$ cat src/rtl/afsk_pkg.sv
package afsk_pkg;

    localparam logic [7:0] DUTY_REST = 8'h80;

    // Integer half-wave sine approximation, unsigned and centred on 128.
    function automatic logic [7:0] sine_point(input int idx, input int entries);
        int half;
        int m;
        int t;
        int s;
        half = entries / 2;
        m    = idx % half;
        t    = m * (half - m);
        s    = (127 * 16 * t) / (5 * half * half - 4 * t);
        if (idx < half) begin
            return 8'(128 + s);
        end
        return 8'(128 - s);
    endfunction

endpackage

$ cat src/rtl/afsk_sample_clock.sv
module afsk_sample_clock #(
    parameter int SAMPLE_DIV = 256
) (
    input  logic clk,
    input  logic rst_n,
    input  logic restart,
    output logic tick
);
    localparam int CNT_W = (SAMPLE_DIV > 2) ? $clog2(SAMPLE_DIV) : 2;
    localparam logic [CNT_W-1:0] CNT_LAST = CNT_W'(SAMPLE_DIV - 1);

    typedef struct packed {
        logic [CNT_W-1:0] cnt;
    } clk_st_t;

    clk_st_t st_d, st_q;

    assign tick = (st_q.cnt == CNT_LAST);

    always_comb begin
        st_d = st_q;
        if (restart || tick) begin
            st_d.cnt = '0;
        end else begin
            st_d.cnt = st_q.cnt + 1'b1;
        end
    end

    always_ff @(posedge clk or negedge rst_n) begin
        if (!rst_n) begin
            st_q <= '0;
        end else begin
            st_q <= st_d;
        end
    end
endmodule

$ cat src/rtl/afsk_bit_seq.sv
module afsk_bit_seq #(
    parameter int SAMPLES_PER_BIT = 36,
    parameter int LEN_W           = 16
) (
    input  logic               clk,
    input  logic               rst_n,
    input  logic               start,
    input  logic [LEN_W-1:0]   len_bits,
    input  logic               tick,
    input  logic [7:0]         rd_data,
    output logic               rd_en,
    output logic [LEN_W-4:0]   rd_addr,
    output logic               busy,
    output logic               ptt,
    output logic               restart,
    output logic               samp_en,
    output logic               bit_first,
    output logic               bit_val,
    output logic               finish
);
    localparam int ADDR_W = LEN_W - 3;
    localparam int SAMP_W = (SAMPLES_PER_BIT > 2) ? $clog2(SAMPLES_PER_BIT) : 1;
    localparam logic [SAMP_W-1:0] SAMP_LAST = SAMP_W'(SAMPLES_PER_BIT - 1);

    typedef struct packed {
        logic              busy;
        logic              ptt;
        logic [LEN_W-1:0]  len;
        logic [LEN_W-1:0]  pos;
        logic [SAMP_W-1:0] samp;
        logic [7:0]        shreg;
        logic              rd_en;
        logic [ADDR_W-1:0] rd_addr;
        logic              load;
    } seq_st_t;

    seq_st_t st_d, st_q;
    logic [LEN_W-1:0] pos_next;
    logic             accept;
    logic             at_end;

    assign accept    = start && !st_q.busy;
    assign at_end    = (st_q.pos == st_q.len);
    assign pos_next  = st_q.pos + 1'b1;

    assign restart   = accept;
    assign samp_en   = st_q.busy && tick && !at_end;
    assign finish    = st_q.busy && tick && at_end;
    assign bit_first = (st_q.samp == '0);
    assign bit_val   = st_q.shreg[0];
    assign rd_en     = st_q.rd_en;
    assign rd_addr   = st_q.rd_addr;
    assign busy      = st_q.busy;
    assign ptt       = st_q.ptt;

    always_comb begin
        st_d       = st_q;
        st_d.rd_en = 1'b0;
        st_d.load  = st_q.rd_en;
        if (st_q.load) begin
            st_d.shreg = rd_data;
        end
        if (accept) begin
            st_d.busy = 1'b1;
            st_d.ptt  = 1'b1;
            st_d.len  = len_bits;
            st_d.pos  = '0;
            st_d.samp = '0;
            if (len_bits != '0) begin
                st_d.rd_en   = 1'b1;
                st_d.rd_addr = '0;
            end
        end else if (finish) begin
            st_d.busy = 1'b0;
            st_d.ptt  = 1'b0;
        end else if (samp_en) begin
            if (st_q.samp == SAMP_LAST) begin
                st_d.samp = '0;
                st_d.pos  = pos_next;
                if ((pos_next[2:0] == 3'd0) && (pos_next < st_q.len)) begin
                    st_d.rd_en   = 1'b1;
                    st_d.rd_addr = pos_next[LEN_W-1:3];
                end else begin
                    st_d.shreg = {1'b0, st_q.shreg[7:1]};
                end
            end else begin
                st_d.samp = st_q.samp + 1'b1;
            end
        end
    end

    always_ff @(posedge clk or negedge rst_n) begin
        if (!rst_n) begin
            st_q <= '0;
        end else begin
            st_q <= st_d;
        end
    end
endmodule

$ cat src/rtl/afsk_nco.sv
module afsk_nco
    import afsk_pkg::*;
#(
    parameter int PHASE_W   = 16,
    parameter int TBL_AW    = 9,
    parameter int IDX_SHIFT = 7,
    parameter int INC_LO    = 1800,
    parameter int INC_HI    = 2200
) (
    input  logic       clk,
    input  logic       rst_n,
    input  logic       restart,
    input  logic       samp_en,
    input  logic       bit_first,
    input  logic       bit_val,
    input  logic       finish,
    output logic [7:0] duty
);
    localparam int TBL_N = 1 << TBL_AW;
    localparam logic [PHASE_W-1:0] INC_LO_V  = PHASE_W'(INC_LO);
    localparam logic [PHASE_W-1:0] INC_SWAP  = PHASE_W'(INC_LO ^ INC_HI);

    typedef struct packed {
        logic [PHASE_W-1:0] phase;
        logic [PHASE_W-1:0] inc;
        logic [7:0]         duty;
    } nco_st_t;

    localparam nco_st_t NCO_RST = '{phase: '0, inc: INC_LO_V, duty: DUTY_REST};

    nco_st_t st_d, st_q;
    logic [7:0] wave [TBL_N];
    logic [PHASE_W-1:0] inc_use;
    logic [PHASE_W-1:0] phase_sum;

    for (genvar g = 0; g < TBL_N; g++) begin : g_wave
        assign wave[g] = sine_point(g, TBL_N);
    end

    assign inc_use   = (bit_first && !bit_val) ? (st_q.inc ^ INC_SWAP) : st_q.inc;
    assign phase_sum = st_q.phase + inc_use;
    assign duty      = st_q.duty;

    always_comb begin
        st_d = st_q;
        if (restart) begin
            st_d.phase = '0;
            st_d.inc   = INC_LO_V;
            st_d.duty  = DUTY_REST;
        end else if (samp_en) begin
            st_d.inc   = inc_use;
            st_d.phase = phase_sum;
            st_d.duty  = wave[phase_sum[IDX_SHIFT +: TBL_AW]];
        end else if (finish) begin
            st_d.duty  = DUTY_REST;
        end
    end

    always_ff @(posedge clk or negedge rst_n) begin
        if (!rst_n) begin
            st_q <= NCO_RST;
        end else begin
            st_q <= st_d;
        end
    end
endmodule

$ cat src/rtl/afsk_nrzi_mod.sv
module afsk_nrzi_mod #(
    parameter int SAMPLE_DIV      = 256,
    parameter int SAMPLES_PER_BIT = 36,
    parameter int LEN_W           = 16,
    parameter int PHASE_W         = 16,
    parameter int TBL_AW          = 9,
    parameter int IDX_SHIFT       = 7,
    parameter int INC_LO          = 1800,
    parameter int INC_HI          = 2200
) (
    input  logic               clk,
    input  logic               rst_n,
    input  logic               start_i,
    input  logic [LEN_W-1:0]   len_bits_i,
    output logic               rd_en_o,
    output logic [LEN_W-4:0]   rd_addr_o,
    input  logic [7:0]         rd_data_i,
    output logic [7:0]         duty_o,
    output logic               busy_o,
    output logic               ptt_o
);
    logic sample_tick;
    logic restart;
    logic samp_en;
    logic bit_first;
    logic bit_val;
    logic finish;

    afsk_sample_clock #(
        .SAMPLE_DIV (SAMPLE_DIV)
    ) u_clk (
        .clk     (clk),
        .rst_n   (rst_n),
        .restart (restart),
        .tick    (sample_tick)
    );

    afsk_bit_seq #(
        .SAMPLES_PER_BIT (SAMPLES_PER_BIT),
        .LEN_W           (LEN_W)
    ) u_seq (
        .clk       (clk),
        .rst_n     (rst_n),
        .start     (start_i),
        .len_bits  (len_bits_i),
        .tick      (sample_tick),
        .rd_data   (rd_data_i),
        .rd_en     (rd_en_o),
        .rd_addr   (rd_addr_o),
        .busy      (busy_o),
        .ptt       (ptt_o),
        .restart   (restart),
        .samp_en   (samp_en),
        .bit_first (bit_first),
        .bit_val   (bit_val),
        .finish    (finish)
    );

    afsk_nco #(
        .PHASE_W   (PHASE_W),
        .TBL_AW    (TBL_AW),
        .IDX_SHIFT (IDX_SHIFT),
        .INC_LO    (INC_LO),
        .INC_HI    (INC_HI)
    ) u_nco (
        .clk       (clk),
        .rst_n     (rst_n),
        .restart   (restart),
        .samp_en   (samp_en),
        .bit_first (bit_first),
        .bit_val   (bit_val),
        .finish    (finish),
        .duty      (duty_o)
    );
endmodule

$ cat config.mk
export PLATFORM = sky130hd
export DESIGN_NAME = afsk_nrzi_mod
export DESIGN_NICKNAME = d
export VERILOG_FILES = /design/src/rtl/afsk_pkg.sv /design/src/rtl/afsk_sample_clock.sv /design/src/rtl/afsk_bit_seq.sv /design/src/rtl/afsk_nco.sv /design/src/rtl/afsk_nrzi_mod.sv
export SDC_FILE = /design/constraint.sdc
export NUM_CORES = 1
export LEC_CHECK = 0
export BUFFER_PORTS_ARGS = -buffer_cell sky130_fd_sc_hd__clkbuf_2
export CELL_PAD_IN_SITES_DETAIL_PLACEMENT = 0
export CELL_PAD_IN_SITES_GLOBAL_PLACEMENT = 1
export CORE_MARGIN = 5
export CORE_UTILIZATION = 51
export CTS_CLUSTER_DIAMETER = 60
export DETAILED_ROUTE_END_ITERATION = 10
export HOLD_SLACK_MARGIN = 0.05
export PLACE_DENSITY_LB_ADDON = 0.1
export SYNTH_ARGS = -nofsm -noshare
export SYNTH_HDL_FRONTEND = slang
export SYNTH_SLANG_ARGS = --single-unit
$ cat constraint.sdc
create_clock -name clk -period 8.15 [get_ports clk]
set_clock_uncertainty 0.15 [all_clocks]
set_input_delay 0.4075 -clock clk [delete_from_list [all_inputs] [get_ports clk]]
set_output_delay 0.4075 -clock clk [all_outputs]
set_load 0.03 [all_outputs]
==> metrics.log <==
[metrics] Final GP Congestion: 0.942
[metrics] fraction of post-synthesis cell area in the top cell type by area: 27.0%
[metrics] Die Outline Area: 20000 um2
[metrics] number of nets produced by synthesis: 1151
[metrics] diode insertion count for antenna repair: 0
[metrics] cell family with the largest share of critical-path delay: compound AO/OA/AOI/OAI gates
[metrics] Detailed Place HPWL: 18600 um
[metrics] slew at the pin with the worst max-slew slack: 0.899 ns
[metrics] H-tree level count: 3
[metrics] detailed-route via count: 8229
[metrics] run status: finished clean
[metrics] Area growth syn-to-layout: 4.97%
[metrics] Synth Cell Area: 8820 um2
[metrics] count of buffer and inverter cells on the critical path: 1
[metrics] number of enable flip-flop cells after synthesis: 0
[metrics] max capacitance violation total: 0
[metrics] root buffer selected by CTS: sky130_fd_sc_hd__clkbuf_16
[metrics] initial antenna violation count: 0
[metrics] count of final hold-check violations: 0
[metrics] CP max FO: 45
[metrics] most common cell in the synthesized netlist: sky130_fd_sc_hd__nand2_1
[metrics] GRT Total Usage: 26.8%
[metrics] Antenna Violating Nets Remaining: 0
[metrics] IO buf count: 50
[metrics] DIE HEIGHT: 141 um
[metrics] proportion of layout cells with a drive suffix above 1: 14.8%
[metrics] startpoint types: flop
[metrics] minimum period implied by the final worst setup slack: 5.49 ns
[metrics] setup repair bufs after CTS: 0
[metrics] post-CTS clock slew at the launch and capture registers of the worst setup and hold paths: 0.07 ns
[metrics] most frequently used flop master after synthesis: sky130_fd_sc_hd__dfrtp_1
[metrics] source of the worst hold timing path: len_bits_i[0]
[metrics] die outline width: 141 um
[metrics] setup repair after global routing missed its margin: no
[metrics] type of element capturing the critical path: flop
[metrics] clock net sink count: 100
[metrics] number of global-route vias before repair: 7926
[metrics] launch point of the worst path: u_seq.st_q[27]$_DFFE_PN0P_
[metrics] clock latency at the later pin of the worst-skew pair: 0.35 ns
[metrics] Yosys warning count: 0
[metrics] critical path class: flop to flop
[metrics] cts hold-fix bufs: 1
[metrics] hold crit path type: input pin to flop
[metrics] Synth cell types: 98
[metrics] routed wire length: 26800 um
[metrics] gate count after technology mapping: 1081
[metrics] first-pass detailed-route iteration total: 6
[metrics] fmax: 182 MHz
[metrics] synthesized area per cell: 8.16 um2
[metrics] drt drc: 0
[metrics] library cell with the largest summed area after synthesis: sky130_fd_sc_hd__dfrtp_1
[metrics] ordered list of cells on the worst path: nor3_1 -> nand3_1 -> xnor2_1 -> ha_1 -> a21oi_1 -> o21ai_2 -> xor2_4 -> inv_2 -> ha_1 -> o21ai_1 -> nand3_1 -> o21ai_0 -> o21ai_1 -> a2111oi_0 -> a2111o_1
[metrics] Post-Route Setup TNS: 0 ns
[metrics] main area contributors after synthesis: sky130_fd_sc_hd__dfrtp_1 27%, sky130_fd_sc_hd__ha_1 6.1%, sky130_fd_sc_hd__nand2_1 5.2%
[metrics] Data arrival, critical path: 5.63 ns
[metrics] Clock Tree Buf Depth: 2
[metrics] gr ovfl total: 0
[metrics] drt wl/cell: 20.8 um
[metrics] portion of the post-synthesis area used by sequential elements: 28.5%
[metrics] cell types with the highest counts after synthesis: 122 x sky130_fd_sc_hd__nand2_1, 95 x sky130_fd_sc_hd__dfrtp_1, 83 x sky130_fd_sc_hd__nor2_1, 82 x sky130_fd_sc_hd__o21ai_0, 55 x sky130_fd_sc_hd__a21oi_1
[metrics] slowest cell on the critical path: sky130_fd_sc_hd__xor2_4
[metrics] maximum number of pins on one net before global-route repair: 64
[metrics] area inside the core boundary: 17100 um2
[metrics] worst reg2reg path startpoint: u_seq.st_q[27]$_DFFE_PN0P_
[metrics] Final Setup Violations: 0
[metrics] Initial Util: 51.5%
[metrics] stage delay of the slowest cell on the critical path: 0.60 ns
[metrics] clock tree from TritonCTS: yes
[metrics] standard-cell rows: 48
[metrics] via count normalized by instance count: 6.38
[metrics] number of gates given a new drive strength after cts: 0
[metrics] worst relative slew slack: 39.8%
[metrics] wire length of the first global-routing pass: 43300 um
[metrics] Slew Limit Fails: 0
[metrics] async set-reset flop share out of synthesis: 100%
[metrics] Top-Level Pins: 51
[metrics] number of violations reported at the end of detailed-routing iteration 0: 961
[metrics] crit share post-route: 67.4%
[metrics] cts bufs inserted: 9
[metrics] nets: 1129
[metrics] Synth Register Bits: 100
[metrics] data required time of the worst path: 8.29 ns
through the flow:
step	setup slack (ns)	utilization [%]	cell area (um2)	hold slack, ns	instances
2_1_floorplan	3.87	-	8820	-0.0381	1081
3_3_place_gp	2.87	52.0	8910	0.221	1272
3_5_place_dp	2.86	52.0	8910	0.231	1272
4_1_cts	2.77	54.1	9250	0.111	1289
5_1_grt	2.36	54.1	9250	0.130	1289
6_report	2.66	54.1	9250	0.119	1289
per-layer routing:
metal  vias up  share of wire (%)  wire length, um  GRT usage [%]
met1      3873                 45            12000           37.5
met2       393                 43            11700           41.0
met5         -                  0                0              0
met4         0                3.1              831           9.65
li1       3876                  -                -              -
met3        87                9.0             2410           5.59
worst paths after layout:
check                                             end  slack [ns]  depth (start not counted)
min reg2reg                   u_seq.st_q[0]$_DFF_PN0_        0.25                          0
min                        u_seq.st_q[45]$_DFFE_PN0P_        0.12                          3
max in group asynchronous    u_seq.st_q[17]$_DFF_PN0_        6.24                          3
min in group asynchronous     u_clk.st_q[0]$_DFF_PN0_        0.41                          2
max                         u_nco.duty[4]$_DFFE_PN0P_        2.66                         15
max reg2reg                 u_nco.duty[4]$_DFFE_PN0P_        2.66                         15
cell type report:
class,count,area [um2]
Clock buffer,10,239
Clock inverter,6,96.3
Fill cell,1658,7860
Inverter,36,138
Multi-Input combinational cell,847,5620
Sequential cell,100,2510
Tap cell,225,282
Timing Repair Buffer,65,368
cells by family (layout without fill, tap and decap cells):
group | count (synthesis) | after routing | synth area share [%]
and+or+nand+nor | 375 | 375 | 20.7
AOI/OAI and AO/OA | 338 | 338 | 26.4
buffers and inverters | 134 | 117 | 7.79
DFF | 100 | 100 | 28.5
xor gates and xnor gates | 51 | 51 | 5.36
adders and majority gates | 43 | 43 | 6.10
muxes | 39 | 39 | 5.11
other | 1 | 1 | 0.0425
cell usage in the layout, fill, tap and decap left out, drive strengths merged, types with 8 or more instances in the layout:
| cell | netlist | layout |
|---|---|---|
| and3 | 19 | 19 |
| nor3 | 24 | 24 |
| a31oi | 24 | 24 |
| clkbuf | 34 | 59 |
| o31ai | 11 | 11 |
| buf | 64 | 15 |
| nor4 | 11 | 11 |
| dfrtp | 95 | 95 |
| inv | 36 | 37 |
| ha | 43 | 43 |
| nor2 | 88 | 88 |
| nand2b | 11 | 11 |
| a211oi | 14 | 14 |
| xnor2 | 15 | 15 |
| a21oi | 58 | 58 |
| o21a | 9 | 9 |
| nand3 | 42 | 42 |
| o211ai | 24 | 24 |
| nor2b | 10 | 10 |
| nand2 | 125 | 125 |
| a21o | 8 | 8 |
| mux2i | 16 | 16 |
| xor2 | 36 | 36 |
| mux2 | 22 | 22 |
| nand4 | 12 | 12 |
| o21ai | 106 | 106 |
| and2 | 11 | 11 |
worst reg2reg max path, stage by stage (launching register included):
cell                        delay [ns]
sky130_fd_sc_hd__dfrtp_1          0.41
sky130_fd_sc_hd__nor3_1           0.25
sky130_fd_sc_hd__nand3_1          0.33
sky130_fd_sc_hd__xnor2_1          0.39
sky130_fd_sc_hd__ha_1             0.37
sky130_fd_sc_hd__a21oi_1          0.42
sky130_fd_sc_hd__o21ai_2          0.17
sky130_fd_sc_hd__xor2_4           0.60
sky130_fd_sc_hd__inv_2            0.53
sky130_fd_sc_hd__ha_1             0.46
sky130_fd_sc_hd__o21ai_1          0.28
sky130_fd_sc_hd__nand3_1          0.11
sky130_fd_sc_hd__o21ai_0          0.12
sky130_fd_sc_hd__o21ai_1          0.10
sky130_fd_sc_hd__a2111oi_0        0.56
sky130_fd_sc_hd__a2111o_1         0.18
sequential cells by signal, indices dropped and copies added, names as in the netlist:
register	cells
u_seq.bit_val	1
u_nco.duty	8
u_seq.st_q	46
u_seq.rd_addr	13
u_seq.rd_en	1
u_clk.st_q	8
u_seq.ptt	1
u_nco.st_q	22
Power is left out: the tool's default activity adds up to more than one toggle a clock period on the data nets, which glitch-free logic cannot reach.
